### src/rtl/rxdma_pkg.sv
`timescale 1ns/1ps
package rxdma_pkg;
   localparam int CFG_W       = 32;
   localparam int RING_CODE_W = 4;
   localparam int PAD_W       = 2;
   localparam int RING_LSB    = 0;
   localparam int PAD_LSB     = 4;
   localparam int SWAP_BIT    = 8;
   localparam int RUN_BIT     = 12;
   localparam int CLR_BIT     = 16;

   typedef struct packed {
      logic [RING_CODE_W-1:0] ring_code;
      logic [PAD_W-1:0]       pad;
      logic                   swap;
      logic                   run;
   } rx_cfg_t;
endpackage

### src/rtl/rxdma_ctrl_reg.sv
`timescale 1ns/1ps
module rxdma_ctrl_reg
   import rxdma_pkg::*;
#(
   parameter bit SWAP_EN = 1'b1
) (
   input  logic             clk,
   input  logic             rst_n,
   input  logic             wr_en,
   input  logic [CFG_W-1:0] wdata,
   input  logic             own_fail,
   input  logic             fifo_empty,
   output rx_cfg_t          cfg,
   output logic             clr_active,
   output logic             xfer_en,
   output logic [CFG_W-1:0] rdata
);
   rx_cfg_t cfg_q, cfg_nxt;
   logic    clr_q, clr_nxt;
   logic    drain_q;
   logic    swap_wr;
   logic    unused_wdata;

   assign unused_wdata = ^wdata;

   generate
      if (SWAP_EN) begin : g_swap_on
         assign swap_wr = wdata[SWAP_BIT];
      end else begin : g_swap_off
         assign swap_wr = 1'b0;
      end
   endgenerate

   always_comb begin
      cfg_nxt = cfg_q;
      clr_nxt = 1'b0;
      if (wr_en) begin
         cfg_nxt.ring_code = wdata[RING_LSB +: RING_CODE_W];
         cfg_nxt.pad       = wdata[PAD_LSB +: PAD_W];
         cfg_nxt.swap      = swap_wr;
         cfg_nxt.run       = wdata[RUN_BIT];
         clr_nxt           = wdata[CLR_BIT];
      end
      if (own_fail) begin
         cfg_nxt.run = 1'b0;
      end
   end

   always_ff @(posedge clk) begin
      if (!rst_n) begin
         cfg_q   <= '0;
         clr_q   <= 1'b0;
         drain_q <= 1'b0;
      end else if (clr_q) begin
         cfg_q   <= '0;
         clr_q   <= 1'b0;
         drain_q <= 1'b0;
      end else begin
         cfg_q <= cfg_nxt;
         clr_q <= clr_nxt;
         if (cfg_q.run && !cfg_nxt.run) begin
            drain_q <= 1'b1;
         end else if (fifo_empty) begin
            drain_q <= 1'b0;
         end
      end
   end

   always_comb begin
      rdata                             = '0;
      rdata[RING_LSB +: RING_CODE_W]    = cfg_q.ring_code;
      rdata[PAD_LSB +: PAD_W]           = cfg_q.pad;
      rdata[SWAP_BIT]                   = cfg_q.swap;
      rdata[RUN_BIT]                    = cfg_q.run;
      rdata[CLR_BIT]                    = clr_q;
   end

   assign cfg        = cfg_q;
   assign clr_active = clr_q;
   assign xfer_en    = (cfg_q.run || drain_q) && !clr_q;
endmodule

### src/rtl/rxdma_ring_index.sv
`timescale 1ns/1ps
module rxdma_ring_index #(
   parameter int IDX_W  = 12,
   parameter int CODE_W = 4
) (
   input  logic              clk,
   input  logic              rst_n,
   input  logic              soft_clr,
   input  logic [CODE_W-1:0] code,
   input  logic              advance,
   output logic [IDX_W-1:0]  idx
);
   generate
      if (IDX_W >= (1 << CODE_W)) begin : g_bad_code
         $error("rxdma_ring_index: ring code cannot reach IDX_W bits");
      end
   endgenerate

   logic [IDX_W-1:0] mask;
   logic [IDX_W-1:0] idx_q;

   always_comb begin
      mask = '0;
      for (int i = 0; i < IDX_W; i++) begin
         if (i < int'(code)) mask[i] = 1'b1;
      end
   end

   always_ff @(posedge clk) begin
      if (!rst_n) begin
         idx_q <= '0;
      end else if (soft_clr) begin
         idx_q <= '0;
      end else if (advance) begin
         idx_q <= (idx_q + 1'b1) & mask;
      end
   end

   assign idx = idx_q;
endmodule

### src/rtl/rxdma_byte_packer.sv
`timescale 1ns/1ps
module rxdma_byte_packer #(
   parameter int BYTE_W  = 8,
   parameter int LANES   = 4,
   parameter bit SWAP_EN = 1'b1,
   localparam int WORD_W = BYTE_W * LANES,
   localparam int LANE_W = $clog2(LANES),
   localparam int CNT_W  = $clog2(LANES + 1)
) (
   input  logic              clk,
   input  logic              rst_n,
   input  logic              soft_clr,
   input  logic              xfer_en,
   input  logic [LANE_W-1:0] pad,
   input  logic              swap,
   input  logic              fifo_empty,
   input  logic [BYTE_W-1:0] fifo_byte,
   input  logic              fifo_last,
   output logic              fifo_pop,
   output logic              frame_done,
   output logic              out_valid,
   input  logic              out_ready,
   output logic [WORD_W-1:0] out_word,
   output logic [CNT_W-1:0]  out_bytes,
   output logic              out_last
);
   logic [WORD_W-1:0] acc_q, acc_nxt, rev_word, word_fmt;
   logic [LANE_W-1:0] lane_q, lane_sel;
   logic              start_q;
   logic              slot_free, emit;

   assign slot_free  = !out_valid || out_ready;
   assign fifo_pop   = xfer_en && !fifo_empty && slot_free;
   assign lane_sel   = start_q ? pad : lane_q;
   assign emit       = fifo_pop && (fifo_last || (lane_sel == LANE_W'(LANES - 1)));
   assign frame_done = fifo_pop && fifo_last;

   generate
      for (genvar g = 0; g < LANES; g++) begin : g_lane
         assign acc_nxt[g*BYTE_W +: BYTE_W] =
            (lane_sel == LANE_W'(g)) ? fifo_byte : acc_q[g*BYTE_W +: BYTE_W];
         assign rev_word[g*BYTE_W +: BYTE_W] = acc_nxt[(LANES-1-g)*BYTE_W +: BYTE_W];
      end
      if (SWAP_EN) begin : g_swap_on
         assign word_fmt = swap ? rev_word : acc_nxt;
      end else begin : g_swap_off
         logic unused_swap;
         assign unused_swap = swap ^ (^rev_word);
         assign word_fmt    = acc_nxt;
      end
   endgenerate

   always_ff @(posedge clk) begin
      if (!rst_n || soft_clr) begin
         acc_q     <= '0;
         lane_q    <= '0;
         start_q   <= 1'b1;
         out_valid <= 1'b0;
         out_word  <= '0;
         out_bytes <= '0;
         out_last  <= 1'b0;
      end else begin
         if (out_valid && out_ready) begin
            out_valid <= 1'b0;
         end
         if (fifo_pop) begin
            if (emit) begin
               out_valid <= 1'b1;
               out_word  <= word_fmt;
               out_bytes <= CNT_W'(lane_sel) + CNT_W'(1);
               out_last  <= fifo_last;
               acc_q     <= '0;
               lane_q    <= '0;
               start_q   <= fifo_last;
            end else begin
               acc_q     <= acc_nxt;
               lane_q    <= lane_sel + 1'b1;
               start_q   <= 1'b0;
            end
         end
      end
   end
endmodule

### src/rtl/rxdma_packer.sv
`timescale 1ns/1ps
module rxdma_packer
   import rxdma_pkg::*;
#(
   parameter int DATA_W  = 32,
   parameter int IDX_W   = 12,
   parameter bit SWAP_EN = 1'b1
) (
   input  logic                           clk,
   input  logic                           rst_n,
   input  logic                           cfg_wr,
   input  logic [CFG_W-1:0]               cfg_wdata,
   output logic [CFG_W-1:0]               cfg_rdata,
   input  logic                           own_chk,
   input  logic                           own_by_dma,
   input  logic                           fifo_empty,
   input  logic [7:0]                     fifo_byte,
   input  logic                           fifo_last,
   output logic                           fifo_pop,
   output logic                           mem_valid,
   input  logic                           mem_ready,
   output logic [DATA_W-1:0]              mem_data,
   output logic [$clog2(DATA_W/8+1)-1:0]  mem_bytes,
   output logic                           mem_last,
   output logic [IDX_W-1:0]               desc_idx
);
   localparam int LANES  = DATA_W / 8;
   localparam int LANE_W = $clog2(LANES);

   generate
      if (DATA_W % 8 != 0 || LANES < 2 || (1 << LANE_W) != LANES) begin : g_bad_width
         $error("rxdma_packer: DATA_W must be a power-of-two number of bytes");
      end
      if (LANE_W != PAD_W) begin : g_bad_pad
         $error("rxdma_packer: pad field width does not match lane count");
      end
   endgenerate

   rx_cfg_t cfg;
   logic    clr_active, xfer_en, frame_done;

   rxdma_ctrl_reg #(.SWAP_EN(SWAP_EN)) u_ctrl (
      .clk        (clk),
      .rst_n      (rst_n),
      .wr_en      (cfg_wr),
      .wdata      (cfg_wdata),
      .own_fail   (own_chk && !own_by_dma),
      .fifo_empty (fifo_empty),
      .cfg        (cfg),
      .clr_active (clr_active),
      .xfer_en    (xfer_en),
      .rdata      (cfg_rdata)
   );

   rxdma_byte_packer #(.BYTE_W(8), .LANES(LANES), .SWAP_EN(SWAP_EN)) u_pack (
      .clk        (clk),
      .rst_n      (rst_n),
      .soft_clr   (clr_active),
      .xfer_en    (xfer_en),
      .pad        (LANE_W'(cfg.pad)),
      .swap       (cfg.swap),
      .fifo_empty (fifo_empty),
      .fifo_byte  (fifo_byte),
      .fifo_last  (fifo_last),
      .fifo_pop   (fifo_pop),
      .frame_done (frame_done),
      .out_valid  (mem_valid),
      .out_ready  (mem_ready),
      .out_word   (mem_data),
      .out_bytes  (mem_bytes),
      .out_last   (mem_last)
   );

   rxdma_ring_index #(.IDX_W(IDX_W), .CODE_W(RING_CODE_W)) u_ring (
      .clk      (clk),
      .rst_n    (rst_n),
      .soft_clr (clr_active),
      .code     (cfg.ring_code),
      .advance  (frame_done),
      .idx      (desc_idx)
   );
endmodule

### config.mk
export PLATFORM = sky130hd
export DESIGN_NAME = rxdma_packer
export DESIGN_NICKNAME = d
export VERILOG_FILES = /design/src/rtl/rxdma_pkg.sv /design/src/rtl/rxdma_ctrl_reg.sv /design/src/rtl/rxdma_ring_index.sv /design/src/rtl/rxdma_byte_packer.sv /design/src/rtl/rxdma_packer.sv
export SDC_FILE = /design/constraint.sdc
export NUM_CORES = 1
export LEC_CHECK = 0
export ABC_CLOCK_PERIOD_IN_PS = 2000
export BUFFER_PORTS_ARGS = -buffer_cell sky130_fd_sc_hd__buf_4
export CAP_MARGIN = 20
export CORE_MARGIN = 5
export CORE_UTILIZATION = 49
export CTS_BUF_LIST = sky130_fd_sc_hd__clkbuf_2
export DETAILED_ROUTE_END_ITERATION = 10
export GPL_TIMING_DRIVEN = 0
export PLACE_DENSITY = 0.79
export SLEW_MARGIN = 20
export SYNTH_ARGS = -nofsm -noshare
export SYNTH_HDL_FRONTEND = slang
export SYNTH_SLANG_ARGS = --single-unit
export TNS_END_PERCENT = 10
### constraint.sdc
create_clock -name clk -period 2 [get_ports clk]
set_input_delay 0.6 -clock clk [delete_from_list [all_inputs] [get_ports clk]]
set_output_delay 0.6 -clock clk [all_outputs]
set_load 0.005 [all_outputs]
==> impl_metrics.prom, run 1 <==
# TYPE chip_impl_metric gauge
chip_impl_info{name="result_of_the_run",value="complete, but fails checks"} 1
chip_impl_info{name="violations",value="negative setup slack"} 1
chip_impl_metric{name="via_count",unit=""} 4233
chip_impl_metric{name="grt_start_max_net_pins",unit=""} 17
chip_impl_metric{name="synth_cells",unit=""} 517
chip_impl_metric{name="grt_overflow",unit=""} 0
chip_impl_metric{name="first_global_vias",unit=""} 4066
chip_impl_info{name="synth_top_cell_by_area",value="sky130_fd_sc_hd__dfxtp_1"} 1
chip_impl_info{name="setup.worst_path.class",value="register to register"} 1
chip_impl_metric{name="clk_pin_slew_worst_paths",unit="ns"} 0.26
chip_impl_metric{name="synth.distinct_cells",unit=""} 45
chip_impl_metric{name="die_area",unit="sq um"} 11200
chip_impl_metric{name="fin_setup_tns",unit="ns"} -1.39
chip_impl_metric{name="ff2ff_path_depth",unit=""} 9
chip_impl_metric{name="post_synth_instance_area",unit="sq um"} 4480
chip_impl_metric{name="boundaryPins",unit=""} 130
chip_impl_info{name="critical_path.endpoint_type",value="register"} 1
chip_impl_metric{name="grt_pass1_wl",unit="mm"} 20.2
chip_impl_metric{name="maxSlewViolCount",unit=""} 0
chip_impl_info{name="type_of_element_launching_the_critical_path",value="register"} 1
chip_impl_info{name="hold_path_startpoint",value="cfg_wdata[4]"} 1
chip_impl_metric{name="filler_cells_inserted",unit=""} 669
chip_impl_metric{name="post-route-period-util",unit="%"} 104
chip_impl_metric{name="clkLatencyLatePin",unit="ns"} 0.57
chip_impl_metric{name="slew-limit-headroom",unit="%"} 59.0
chip_impl_metric{name="cts_made_buffers",unit=""} 9
chip_impl_metric{name="yosys_register_bits",unit=""} 94
chip_impl_metric{name="async_flop_share",unit="%"} 0
chip_impl_metric{name="gr-usage-all-layers",unit="%"} 22.2
chip_impl_metric{name="chipWidth",unit="microns"} 106
chip_impl_metric{name="worst_pin_slew",unit="ns"} 0.614
chip_impl_metric{name="regToRegSetupSlack",unit="ns"} -0.07
chip_impl_metric{name="finalClockSkew",unit="ns"} 0.0268
chip_impl_metric{name="vdd.ir_drop.worst",unit="mV"} 0.366
chip_impl_metric{name="synth.avg_cell_area",unit="sq um"} 8.66
chip_impl_info{name="synth_area_leaders",value="sky130_fd_sc_hd__dfxtp_1 (42%), sky130_fd_sc_hd__mux2_2 (10%), sky130_fd_sc_hd__a21oi_1 (5.8%)"} 1
chip_impl_info{name="synthMostInstantiatedCell",value="sky130_fd_sc_hd__dfxtp_1"} 1
chip_impl_metric{name="cellPowerDensity",unit="nW/um^2"} 634
chip_impl_info{name="rsz0062_at_grt",value="true"} 1
chip_impl_metric{name="p_leak",unit="nW"} 2.51
chip_impl_metric{name="die_height",unit="microns"} 106
chip_impl_info{name="endpoint_of_the_lowest_slack_register_to_register_path",value="u_pack.acc_q[11]$_SDFFE_PP0P_"} 1
chip_impl_metric{name="antennaDiodeCount",unit=""} 0
chip_impl_metric{name="routed_wire_length_per_instance",unit="microns"} 16.9
chip_impl_metric{name="dp_hpwl",unit="mm"} 8.97
chip_impl_metric{name="detailedRoute.firstIterationViolations",unit=""} 230
chip_impl_metric{name="ctsLongestPathBuffers",unit=""} 2
chip_impl_metric{name="share_of_post_route_cells_with_drive_strength_above_1",unit="%"} 35.6
chip_impl_metric{name="arrival",unit="ns"} 2.60
chip_impl_info{name="cts.root.buffer_cell",value="sky130_fd_sc_hd__clkbuf_2"} 1
chip_impl_metric{name="route.detailed.drc",unit=""} 0
chip_impl_metric{name="buffer_ports.inserted",unit=""} 82
chip_impl_metric{name="area_delta_synth_final",unit="%"} 33.9
chip_impl_metric{name="setup_viol",unit=""} 48
chip_impl_info{name="ys_dominant_reg_cell",value="sky130_fd_sc_hd__dfxtp_1"} 1
chip_impl_metric{name="dp_worst_setup_slack",unit="ns"} -0.469
chip_impl_metric{name="fraction_of_the_yosys_area_taken_by_sequential_cells",unit="%"} 42.0
chip_impl_metric{name="drtAntennaViolNets",unit=""} 0
chip_impl_metric{name="grt_antenna_before_repair",unit=""} 0
chip_impl_metric{name="number_of_synthesized_flops_with_an_enable_pin",unit=""} 0
chip_impl_metric{name="ff_latch_area",unit="sq um"} 1890
chip_impl_metric{name="report.power.total",unit="mW"} 3.80
chip_impl_metric{name="whs_path_depth",unit=""} 3
chip_impl_info{name="tritoncts",value="built"} 1
chip_impl_metric{name="maxCapViolCount",unit=""} 0
chip_impl_metric{name="worst_slack",unit="ns"} -0.0720
chip_impl_metric{name="achievable-frequency",unit="MHz"} 483
chip_impl_info{name="synth.top_cells.by_count",value="sky130_fd_sc_hd__dfxtp_1 (94), sky130_fd_sc_hd__nand2_1 (68), sky130_fd_sc_hd__a21oi_1 (52)"} 1
chip_impl_metric{name="ys.warnings.count",unit=""} 0
chip_impl_metric{name="placementRows",unit=""} 34
chip_impl_metric{name="multiInputGateArea",unit="sq um"} 2490
chip_impl_metric{name="drt-pass1-iter-count",unit=""} 5
chip_impl_metric{name="ctsHtreeMaxLevel",unit=""} 3
chip_impl_metric{name="hold_viol_final",unit=""} 0
chip_impl_metric{name="initial_core_util",unit="%"} 50.9
chip_impl_metric{name="cp.required",unit="ns"} 2.52
chip_impl_info{name="rr_startpoint",value="u_pack.start_q$_SDFFE_PP1P_"} 1
chip_impl_metric{name="vias_per_cell",unit=""} 5.56
chip_impl_metric{name="num-nets-final",unit=""} 702
chip_impl_metric{name="cts_sinks",unit=""} 94
chip_impl_metric{name="gp_routability_congestion",unit=""} 0.898
chip_impl_info{name="hold_class",value="primary input to register"} 1
chip_impl_metric{name="area_inside_the_core_boundary",unit="sq um"} 8810
chip_impl_metric{name="netlist.area_leader.share",unit="%"} 42.0
chip_impl_metric{name="crit_path_max_fanout",unit=""} 5
chip_impl_metric{name="totalWireLength",unit="mm"} 12.9
chip_impl_info{name="timing.hold.worst_endpoint",value="u_ctrl.cfg[2]$_SDFFE_PP0P_"} 1
chip_impl_metric{name="period_minus_slack",unit="ns"} 2.07
worst max-delay path by stage:
| stage | start | to | slack, ns | cells after the start |
|---|---|---|---|---|
| 6_report | u_pack.start_q$_SDFFE_PP1P_ | u_pack.acc_q[11]$_SDFFE_PP0P_ | -0.07 | 9 |
| 5_1_grt | u_pack.start_q$_SDFFE_PP1P_ | u_pack.acc_q[8]$_SDFFE_PP0P_ | -0.13 | 9 |
| 4_1_cts | u_ctrl.cfg[0]$_SDFF_PP0_ | fifo_pop | -0.23 | 6 |
| 3_5_place_dp | u_pack.start_q$_SDFFE_PP1P_ | u_pack.out_word[30]$_SDFFE_PP0P_ | -0.47 | 9 |
| 3_3_place_gp | mem_ready | fifo_pop | -0.43 | 7 |
| 2_1_floorplan | u_pack.start_q$_SDFFE_PP1P_ | u_pack.out_word[4]$_SDFFE_PP0P_ | -0.06 | 10 |
cells in the final DEF, fill, tap and decap left out, types with 5 or more instances in the layout:
cell type	instances
sky130_fd_sc_hd__clkbuf_1	19
sky130_fd_sc_hd__o211ai_1	8
sky130_fd_sc_hd__nor2_1	46
sky130_fd_sc_hd__nand4_1	5
sky130_fd_sc_hd__o21ai_0	7
sky130_fd_sc_hd__a22oi_1	18
sky130_fd_sc_hd__inv_1	6
sky130_fd_sc_hd__a21oi_1	52
sky130_fd_sc_hd__and3_1	9
sky130_fd_sc_hd__mux2_4	16
sky130_fd_sc_hd__o31ai_1	5
sky130_fd_sc_hd__clkbuf_2	9
sky130_fd_sc_hd__buf_4	127
sky130_fd_sc_hd__a22oi_2	9
sky130_fd_sc_hd__mux2i_1	15
sky130_fd_sc_hd__dfxtp_1	89
sky130_fd_sc_hd__or4_1	8
sky130_fd_sc_hd__mux2_2	24
sky130_fd_sc_hd__and2_1	8
sky130_fd_sc_hd__conb_1	23
sky130_fd_sc_hd__o21ai_1	5
sky130_fd_sc_hd__buf_6	7
sky130_fd_sc_hd__nand2_1	68
critical path, stage by stage, from the launching register on:
cell	delay [ns]
sky130_fd_sc_hd__dfxtp_4	0.45
sky130_fd_sc_hd__mux2i_4	0.29
sky130_fd_sc_hd__inv_2	0.09
sky130_fd_sc_hd__ha_4	0.17
sky130_fd_sc_hd__or2_4	0.26
sky130_fd_sc_hd__and4b_1	0.28
sky130_fd_sc_hd__buf_6	0.17
sky130_fd_sc_hd__clkbuf_16	0.15
sky130_fd_sc_hd__a22oi_1	0.05
sky130_fd_sc_hd__nor2_1	0.13
registers in the layout (all words and copies together) (netlist names):
name and cells:
u_ctrl.cfg 8, u_ctrl.clr_active 1, u_ctrl.drain_q 1, u_pack.acc_q 32, u_pack.lane_q 2, u_pack.out_bytes 3
u_pack.out_last 1, u_pack.out_valid 1, u_pack.out_word 32, u_pack.start_q 1, u_ring.idx 12
cell families after synthesis:
| group | synth area share (%) |
|---|---|
| AO/OA/AOI/OAI | 16.3 |
| adder cells (fa/ha/maj) | 1.40 |
| buffers and inverters | 8.69 |
| flip-flops | 42.0 |
| multiplexers | 13.9 |
| other | 0.0837 |
| AND/OR/NAND/NOR | 17.7 |
power by group:
part | leakage [nW] | internal (mW) | switching, mW
sequential | 0.761 | 1.90 | 0.0207
combinational | 1.64 | 0.257 | 0.277
clock | 0.103 | 0.668 | 0.681
total | 2.51 | 2.83 | 0.978
timing repair:
action,in CTS,in global routing
cloned,0,2
buffers inserted,13,8
gates resized for setup,48,35
hold buffers,0,0
pin swaps,6,14
endpoints found under the setup margin,67,66
through the flow:
step / util, % / hold slack, ns / instances / cell area, sq um
after floorplan: - / 0.448 / 539 / 4600
after global placement: 60.7 / 0.443 / 729 / 5350
after detailed placement: 60.7 / 0.445 / 729 / 5350
after CTS: 65.9 / 0.257 / 755 / 5800
after global routing: 68.1 / 0.253 / 762 / 6000
final: 68.1 / 0.268 / 762 / 6000
layout make-up:
cell class / instances / share of cell area [%]
multi-input combinational: 371 / 41.6
sequential: 94 / 31.5
buffer: 59 / 7.11
tap: 108 / 2.25
inverter: 9 / 0.563
clock inverter: 7 / 2.38
clock buffer: 9 / 0.751
timing repair buffer: 105 / 13.8
routing by layer:
layer	wire (microns)	up-vias	share of wire, %	track usage, %
met5	0	-	0	0
met4	376	0	2.9	8.51
met3	848	29	6.6	3.36
met2	6420	173	50	38.7
met1	5250	2011	41	27.6
li1	-	2020	-	-
No activity file was read; power rests on OpenSTA's default activity.
==> inputs of run 2 (changes only) <==
Settings changed: CORE_UTILIZATION 49 to 47, CTS_BUF_LIST sky130_fd_sc_hd__clkbuf_2 to sky130_fd_sc_hd__clkbuf_8 sky130_fd_sc_hd__clkbuf_16, PLACE_DENSITY 0.79 to 0.76, SKIP_CTS_REPAIR_TIMING set to 1.
==> run 2 against run 1 <==
Compared with the run above: the run still ends with negative setup slack left; cell area shrank 1.7%; flip-flop and latch count did not move; final cell count grew 1.8%; register-to-register slack better by 0.02 ns; largest cell class unchanged; utilization decreased by 4.6 points; first-iteration DRC count is 4.3% higher.
==> impl_metrics.prom, run 2 (synthesis results as in run 1) <==
# TYPE chip_impl_metric gauge
chip_impl_info{name="result_of_the_run",value="complete, but fails checks"} 1
chip_impl_info{name="violations",value="negative setup slack"} 1
chip_impl_metric{name="maxCapViolCount",unit=""} 0
chip_impl_info{name="hold_class",value="register to register"} 1
chip_impl_metric{name="vdd.ir_drop.worst",unit="mV"} 0.409
chip_impl_metric{name="dpl.cell_count",unit=""} 750
chip_impl_metric{name="worst_pin_slew",unit="ns"} 0.631
chip_impl_metric{name="drtAntennaViolNets",unit=""} 0
chip_impl_metric{name="totalWireLength",unit="mm"} 12.5
chip_impl_metric{name="cts_sinks",unit=""} 94
chip_impl_metric{name="antennaDiodeCount",unit=""} 0
chip_impl_metric{name="achievable-frequency",unit="MHz"} 488
chip_impl_metric{name="gr-usage-met3",unit="%"} 3.36
chip_impl_metric{name="comb_power_share",unit="%"} 13.2
chip_impl_metric{name="grt_antenna_before_repair",unit=""} 0
chip_impl_metric{name="buffer_ports.inserted",unit=""} 82
chip_impl_metric{name="die_area",unit="sq um"} 11600
chip_impl_metric{name="ctsHtreeMaxLevel",unit=""} 3
chip_impl_metric{name="area_delta_synth_final",unit="%"} 31.6
chip_impl_metric{name="route.detailed.drc",unit=""} 0
chip_impl_metric{name="dp_hpwl",unit="mm"} 8.86
chip_impl_metric{name="finalClockSkew",unit="ns"} 0.0110
chip_impl_metric{name="grt_start_max_net_pins",unit=""} 16
chip_impl_metric{name="p_sw_share",unit="%"} 25.4
chip_impl_metric{name="clk_pin_slew_worst_paths",unit="ns"} 0.09
chip_impl_metric{name="crit_path_max_fanout",unit=""} 7
chip_impl_metric{name="worst_slack",unit="ns"} -0.0471
chip_impl_metric{name="filler_cells_inserted",unit=""} 811
chip_impl_info{name="cts.root.buffer_cell",value="sky130_fd_sc_hd__clkbuf_8"} 1
chip_impl_metric{name="maxSlewViolCount",unit=""} 0
chip_impl_metric{name="fin_setup_tns",unit="ns"} -0.313
chip_impl_info{name="startpoint",value="u_pack.start_q$_SDFFE_PP1P_"} 1
chip_impl_metric{name="layout.cells.non_filler",unit=""} 776
chip_impl_metric{name="cts_made_buffers",unit=""} 9
chip_impl_metric{name="clkPwrFrac",unit="%"} 36.3
chip_impl_metric{name="cellPowerDensity",unit="nW/um^2"} 643
chip_impl_metric{name="multiInputGateArea",unit="sq um"} 2430
chip_impl_metric{name="seq_power_share",unit="%"} 50.5
chip_impl_metric{name="routed_wire_length_per_instance",unit="microns"} 16.2
chip_impl_metric{name="slew-limit-headroom",unit="%"} 57.9
chip_impl_metric{name="boundaryPins",unit=""} 130
chip_impl_info{name="grt-busiest-layer",value="met2"} 1
chip_impl_info{name="setup.worst_path.class",value="register to register"} 1
chip_impl_metric{name="grt_pass1_wl",unit="mm"} 19.4
chip_impl_metric{name="grt.met2_usage",unit="%"} 35.7
chip_impl_info{name="hold_path_startpoint",value="u_pack.out_word[2]$_SDFFE_PP0P_"} 1
chip_impl_metric{name="detailedRoute.firstIterationViolations",unit=""} 240
chip_impl_metric{name="via_count",unit=""} 4199
chip_impl_info{name="rsz0062_at_grt",value="true"} 1
chip_impl_metric{name="num-nets-final",unit=""} 695
chip_impl_metric{name="initial_core_util",unit="%"} 48.2
chip_impl_metric{name="share_of_post_route_cells_with_drive_strength_above_1",unit="%"} 33.8
chip_impl_metric{name="clkLatencyLatePin",unit="ns"} 0.36
chip_impl_info{name="type_of_element_launching_the_critical_path",value="register"} 1
chip_impl_metric{name="vias_per_cell",unit=""} 5.41
chip_impl_info{name="final_common_cell",value="sky130_fd_sc_hd__buf_4"} 1
chip_impl_info{name="tritoncts",value="built"} 1
chip_impl_metric{name="hold_viol_final",unit=""} 0
chip_impl_info{name="rr_startpoint",value="u_pack.start_q$_SDFFE_PP1P_"} 1
chip_impl_metric{name="ff_latch_area",unit="sq um"} 1890
chip_impl_metric{name="arrival",unit="ns"} 2.35
chip_impl_metric{name="drt-pass1-iter-count",unit=""} 5
chip_impl_metric{name="post-route-period-util",unit="%"} 102
chip_impl_metric{name="placementRows",unit=""} 35
chip_impl_metric{name="first_global_vias",unit=""} 4029
chip_impl_metric{name="setup_viol",unit=""} 14
chip_impl_metric{name="grt_overflow",unit=""} 0
chip_impl_metric{name="p_leak",unit="nW"} 2.42
chip_impl_metric{name="p_int",unit="mW"} 2.82
chip_impl_metric{name="grt.met1_usage",unit="%"} 25.9
chip_impl_metric{name="chipWidth",unit="microns"} 108
chip_impl_info{name="most-common-layout-cells",value="sky130_fd_sc_hd__buf_4 (123), sky130_fd_sc_hd__dfxtp_1 (91), sky130_fd_sc_hd__nand2_1 (68), sky130_fd_sc_hd__a21oi_1 (52), sky130_fd_sc_hd__nor2_1 (46)"} 1
chip_impl_metric{name="area_inside_the_core_boundary",unit="sq um"} 9280
chip_impl_metric{name="power.net_switching",unit="uW"} 964
chip_impl_metric{name="ctsLongestPathBuffers",unit=""} 2
chip_impl_metric{name="gr-usage-all-layers",unit="%"} 20.7
chip_impl_metric{name="cp.required",unit="ns"} 2.30
chip_impl_metric{name="die_height",unit="microns"} 108
chip_impl_metric{name="period_minus_slack",unit="ns"} 2.05
chip_impl_info{name="critical_path.endpoint_type",value="register"} 1
chip_impl_metric{name="gp_routability_congestion",unit=""} 0.891
## run 2: through the flow
step                setup WS (ns)  hold slack, ns  area, sq um  power, mW  util, %
global route               -0.140           0.466         5900       3.92     63.5
finish                    -0.0471           0.455         5900       3.79     63.5
floorplan                 -0.0565           0.448         4600       2.23        -
CTS                        -0.556           0.459         5590       3.73     60.2
detailed placement         -0.480           0.445         5370       2.38     57.9
global placement           -0.448           0.444         5370       2.37     57.9
## run 2: routing by layer
layer,vias to the layer above,wire length [microns]
met2,164,6220
li1,2006,-
met3,27,850
met4,0,324
met1,2002,5150
met5,-,0
## run 2: critical path, cell delays in order (launching register included)
cell and delay [ns]:
sky130_fd_sc_hd__dfxtp_4 0.40, sky130_fd_sc_hd__mux2i_4 0.25, sky130_fd_sc_hd__inv_2 0.08, sky130_fd_sc_hd__ha_4 0.16, sky130_fd_sc_hd__buf_6 0.11, sky130_fd_sc_hd__or2_4 0.23
sky130_fd_sc_hd__and4b_1 0.25, sky130_fd_sc_hd__buf_6 0.17, sky130_fd_sc_hd__clkbuf_16 0.16, sky130_fd_sc_hd__a22oi_1 0.06, sky130_fd_sc_hd__nor2_1 0.11
## run 2: cell type report
type / instances / area share (%)
inverter: 9 / 0.573
clock inverter: 7 / 1.53
timing repair buffer: 96 / 12.8
clock buffer: 9 / 2.10
multi-input combinational: 371 / 41.3
tap: 129 / 2.74
sequential: 94 / 32.0
buffer: 61 / 6.96
## run 2: path summary, 6_finish.rpt
check	to	slack, ns	cells after the start
max	u_pack.acc_q[16]$_SDFFE_PP0P_	-0.05	10
min	u_pack.out_word[2]$_SDFFE_PP0P_	0.46	2
max reg2reg	u_pack.acc_q[16]$_SDFFE_PP0P_	-0.05	10
min reg2reg	u_pack.out_word[2]$_SDFFE_PP0P_	0.46	2
## run 2: power by group through the flow
stage | combinational (mW) | clock, mW | sequential, mW
global placement | 0.418 | 0 | 1.95
CTS | 0.432 | 1.39 | 1.91
floorplan | 0.281 | 0 | 1.95
global route | 0.540 | 1.47 | 1.92
finish | 0.501 | 1.37 | 1.91
detailed placement | 0.429 | 0 | 1.95
==> inputs of run 3 (changes only) <==
Settings changed: ABC_CLOCK_PERIOD_IN_PS 2000 to 1800, CORE_ASPECT_RATIO set to 0.5.
Clock period 2 ns to 1.8 ns, I/O delays scaled along.
==> run 3 against run 2 <==
Compared with the run above: the flow still finishes with violations (negative setup slack); non-clock buffer count up 7; die area up 1.0%; critical path type unchanged; sequential power up 12%.
==> impl_metrics.prom, run 3 (synthesis results as in run 1) <==
# TYPE chip_impl_metric gauge
chip_impl_metric{name="layout.cells.non_filler",unit=""} 774
chip_impl_metric{name="regToRegSetupSlack",unit="ns"} -0.31
chip_impl_info{name="violations",value="negative setup slack"} 1
chip_impl_metric{name="finish.utilization",unit="%"} 65.1
chip_impl_metric{name="worst_slack",unit="ns"} -0.306
chip_impl_metric{name="totalWireLength",unit="mm"} 12.9
chip_impl_metric{name="cts_sinks",unit=""} 94
chip_impl_metric{name="grt_antenna_before_repair",unit=""} 0
chip_impl_metric{name="achievable-frequency",unit="MHz"} 475
chip_impl_info{name="setup.worst_path.class",value="register to register"} 1
chip_impl_info{name="hold_path_startpoint",value="cfg_wdata[4]"} 1
chip_impl_metric{name="die_height",unit="microns"} 79.0
chip_impl_metric{name="post-route-period-util",unit="%"} 117
chip_impl_metric{name="finalClockSkew",unit="ns"} 0.00542
chip_impl_metric{name="num-nets-final",unit=""} 702
chip_impl_metric{name="grt_pass1_wl",unit="mm"} 19.6
chip_impl_metric{name="route.detailed.drc",unit=""} 0
chip_impl_info{name="result_of_the_run",value="complete, but fails checks"} 1
chip_impl_info{name="most-common-layout-cells",value="sky130_fd_sc_hd__buf_4 (122), sky130_fd_sc_hd__dfxtp_1 (93), sky130_fd_sc_hd__nand2_1 (66), sky130_fd_sc_hd__a21oi_1 (49), sky130_fd_sc_hd__nor2_1 (46)"} 1
chip_impl_info{name="startpoint",value="u_pack.start_q$_SDFFE_PP1P_"} 1
chip_impl_metric{name="vdd.ir_drop.worst",unit="mV"} 0.447
chip_impl_metric{name="detailedRoute.firstIterationViolations",unit=""} 318
chip_impl_metric{name="first_global_vias",unit=""} 3946
chip_impl_metric{name="period_minus_slack",unit="ns"} 2.11
chip_impl_metric{name="boundaryPins",unit=""} 130
chip_impl_metric{name="cts_made_buffers",unit=""} 9
chip_impl_metric{name="clkLatencyLatePin",unit="ns"} 0.34
chip_impl_metric{name="slew-limit-headroom",unit="%"} 58.2
chip_impl_info{name="cts.root.buffer_cell",value="sky130_fd_sc_hd__clkbuf_16"} 1
chip_impl_metric{name="chipWidth",unit="microns"} 148
chip_impl_metric{name="dp_hpwl",unit="mm"} 8.78
chip_impl_metric{name="drtAntennaViolNets",unit=""} 0
chip_impl_metric{name="arrival",unit="ns"} 2.38
chip_impl_metric{name="maxSlewViolCount",unit=""} 0
chip_impl_metric{name="multiInputGateArea",unit="sq um"} 2450
chip_impl_metric{name="placementRows",unit=""} 25
chip_impl_metric{name="drt-pass1-iter-count",unit=""} 5
chip_impl_metric{name="cp.required",unit="ns"} 2.07
chip_impl_metric{name="grt_start_max_net_pins",unit=""} 15
chip_impl_metric{name="via_count",unit=""} 4219
chip_impl_info{name="hold_class",value="primary input to register"} 1
chip_impl_info{name="final_common_cell",value="sky130_fd_sc_hd__buf_4"} 1
chip_impl_metric{name="die_area",unit="sq um"} 11700
chip_impl_metric{name="gp_routability_congestion",unit=""} 0.844
chip_impl_info{name="type_of_element_launching_the_critical_path",value="register"} 1
chip_impl_metric{name="crit_path_max_fanout",unit=""} 5
chip_impl_info{name="critical_path.endpoint_type",value="register"} 1
chip_impl_info{name="rsz0062_at_grt",value="true"} 1
chip_impl_metric{name="buffer_ports.inserted",unit=""} 82
chip_impl_metric{name="filler_cells_inserted",unit=""} 762
chip_impl_metric{name="antennaDiodeCount",unit=""} 0
chip_impl_metric{name="dpl.cell_count",unit=""} 742
chip_impl_metric{name="routed_wire_length_per_instance",unit="microns"} 16.6
chip_impl_info{name="tritoncts",value="built"} 1
chip_impl_metric{name="p_leak",unit="nW"} 2.51
chip_impl_metric{name="ctsLongestPathBuffers",unit=""} 2
chip_impl_metric{name="worst_pin_slew",unit="ns"} 0.627
chip_impl_metric{name="area_delta_synth_final",unit="%"} 36.3
chip_impl_metric{name="grt_overflow",unit=""} 0
chip_impl_metric{name="maxCapViolCount",unit=""} 0
chip_impl_metric{name="initial_core_util",unit="%"} 47.7
chip_impl_metric{name="vias_per_cell",unit=""} 5.45
chip_impl_info{name="rr_startpoint",value="u_pack.start_q$_SDFFE_PP1P_"} 1
chip_impl_metric{name="cellPowerDensity",unit="nW/um^2"} 750
chip_impl_metric{name="clk_pin_slew_worst_paths",unit="ns"} 0.06
chip_impl_metric{name="gr-usage-all-layers",unit="%"} 20.9
chip_impl_metric{name="setup_viol",unit=""} 67
chip_impl_metric{name="share_of_post_route_cells_with_drive_strength_above_1",unit="%"} 35.5
chip_impl_metric{name="ctsHtreeMaxLevel",unit=""} 3
chip_impl_metric{name="area_inside_the_core_boundary",unit="sq um"} 9380
chip_impl_metric{name="ff_latch_area",unit="sq um"} 1890
chip_impl_metric{name="hold_viol_final",unit=""} 0
==> run 3: cell types whose count changed in the layout (fill, tap and decap cells not counted), moves of 2 or more <==
cell,change
sky130_fd_sc_hd__a21oi_1,-3
sky130_fd_sc_hd__ha_1,+2
sky130_fd_sc_hd__dfxtp_1,+2
sky130_fd_sc_hd__o21ai_2,+7
sky130_fd_sc_hd__o21ai_1,-7
sky130_fd_sc_hd__buf_8,+5
sky130_fd_sc_hd__a21oi_2,+3
sky130_fd_sc_hd__dfxtp_2,-2
sky130_fd_sc_hd__a22oi_1,+3
sky130_fd_sc_hd__nand2_1,-2
sky130_fd_sc_hd__ha_4,-2
sky130_fd_sc_hd__clkbuf_16,+11
sky130_fd_sc_hd__clkbuf_8,-8
sky130_fd_sc_hd__a22oi_2,-3
==> run 3: metal layers <==
layer / routed length [microns] / share of wire [%] / up-vias / track usage [%]
met2: 6100 / 47 / 168 / 35.0
met3: 1090 / 8.5 / 21 / 5.42
met1: 5480 / 43 / 2006 / 26.6
li1: - / - / 2024 / -
met5: 0 / 0 / - / 0
met4: 189 / 1.5 / 0 / 6.64
==> run 3: stage by stage <==
stage | setup TNS [ns] | total power, mW | cell area (sq um) | setup slack, ns | hold slack [ns]
floorplan | -5.85 | 2.49 | 4650 | -0.112 | 0.448
global placement | -26.37 | 2.65 | 5410 | -0.536 | 0.443
detailed placement | -27.21 | 2.66 | 5410 | -0.550 | 0.445
CTS | -29.46 | 4.52 | 5700 | -0.667 | 0.436
global route | -18.06 | 4.75 | 6110 | -0.372 | 0.462
finish | -12.78 | 4.58 | 6110 | -0.306 | 0.435
==> run 3: worst paths after layout <==
path,endpoint,depth (start not counted)
setup / recovery,u_pack.acc_q[15]$_SDFFE_PP0P_,9
setup reg to reg,u_pack.acc_q[15]$_SDFFE_PP0P_,9
hold reg to reg,u_pack.out_word[28]$_SDFFE_PP0P_,2
hold / removal,u_ctrl.cfg[2]$_SDFFE_PP0P_,3
==> run 3: cell type report <==
cell class              instances  area share [%]
clock buffers                  10            3.91
repair buffers                101            13.6
inverters                       9           0.553
multi-input cells             371            40.2
clock inverters                 5           0.840
flip-flops and latches         94            30.9
well taps                     121            2.48
plain buffers                  63            7.58
==> run 3: critical path: stages (launching register included) <==
cell and delay, ns:
sky130_fd_sc_hd__dfxtp_4 0.39, sky130_fd_sc_hd__mux2i_4 0.31, sky130_fd_sc_hd__inv_2 0.09, sky130_fd_sc_hd__ha_4 0.19
sky130_fd_sc_hd__or2_4 0.24, sky130_fd_sc_hd__and4b_1 0.29, sky130_fd_sc_hd__buf_6 0.17, sky130_fd_sc_hd__clkbuf_16 0.16
sky130_fd_sc_hd__a22oi_1 0.06, sky130_fd_sc_hd__nor2_1 0.14
==> run 3: power by group <==
part | internal [mW] | total, mW | switching, mW
registers | 2.10 | 2.13 | 0.0227
clock network | 1.10 | 1.89 | 0.789
logic | 0.264 | 0.566 | 0.302
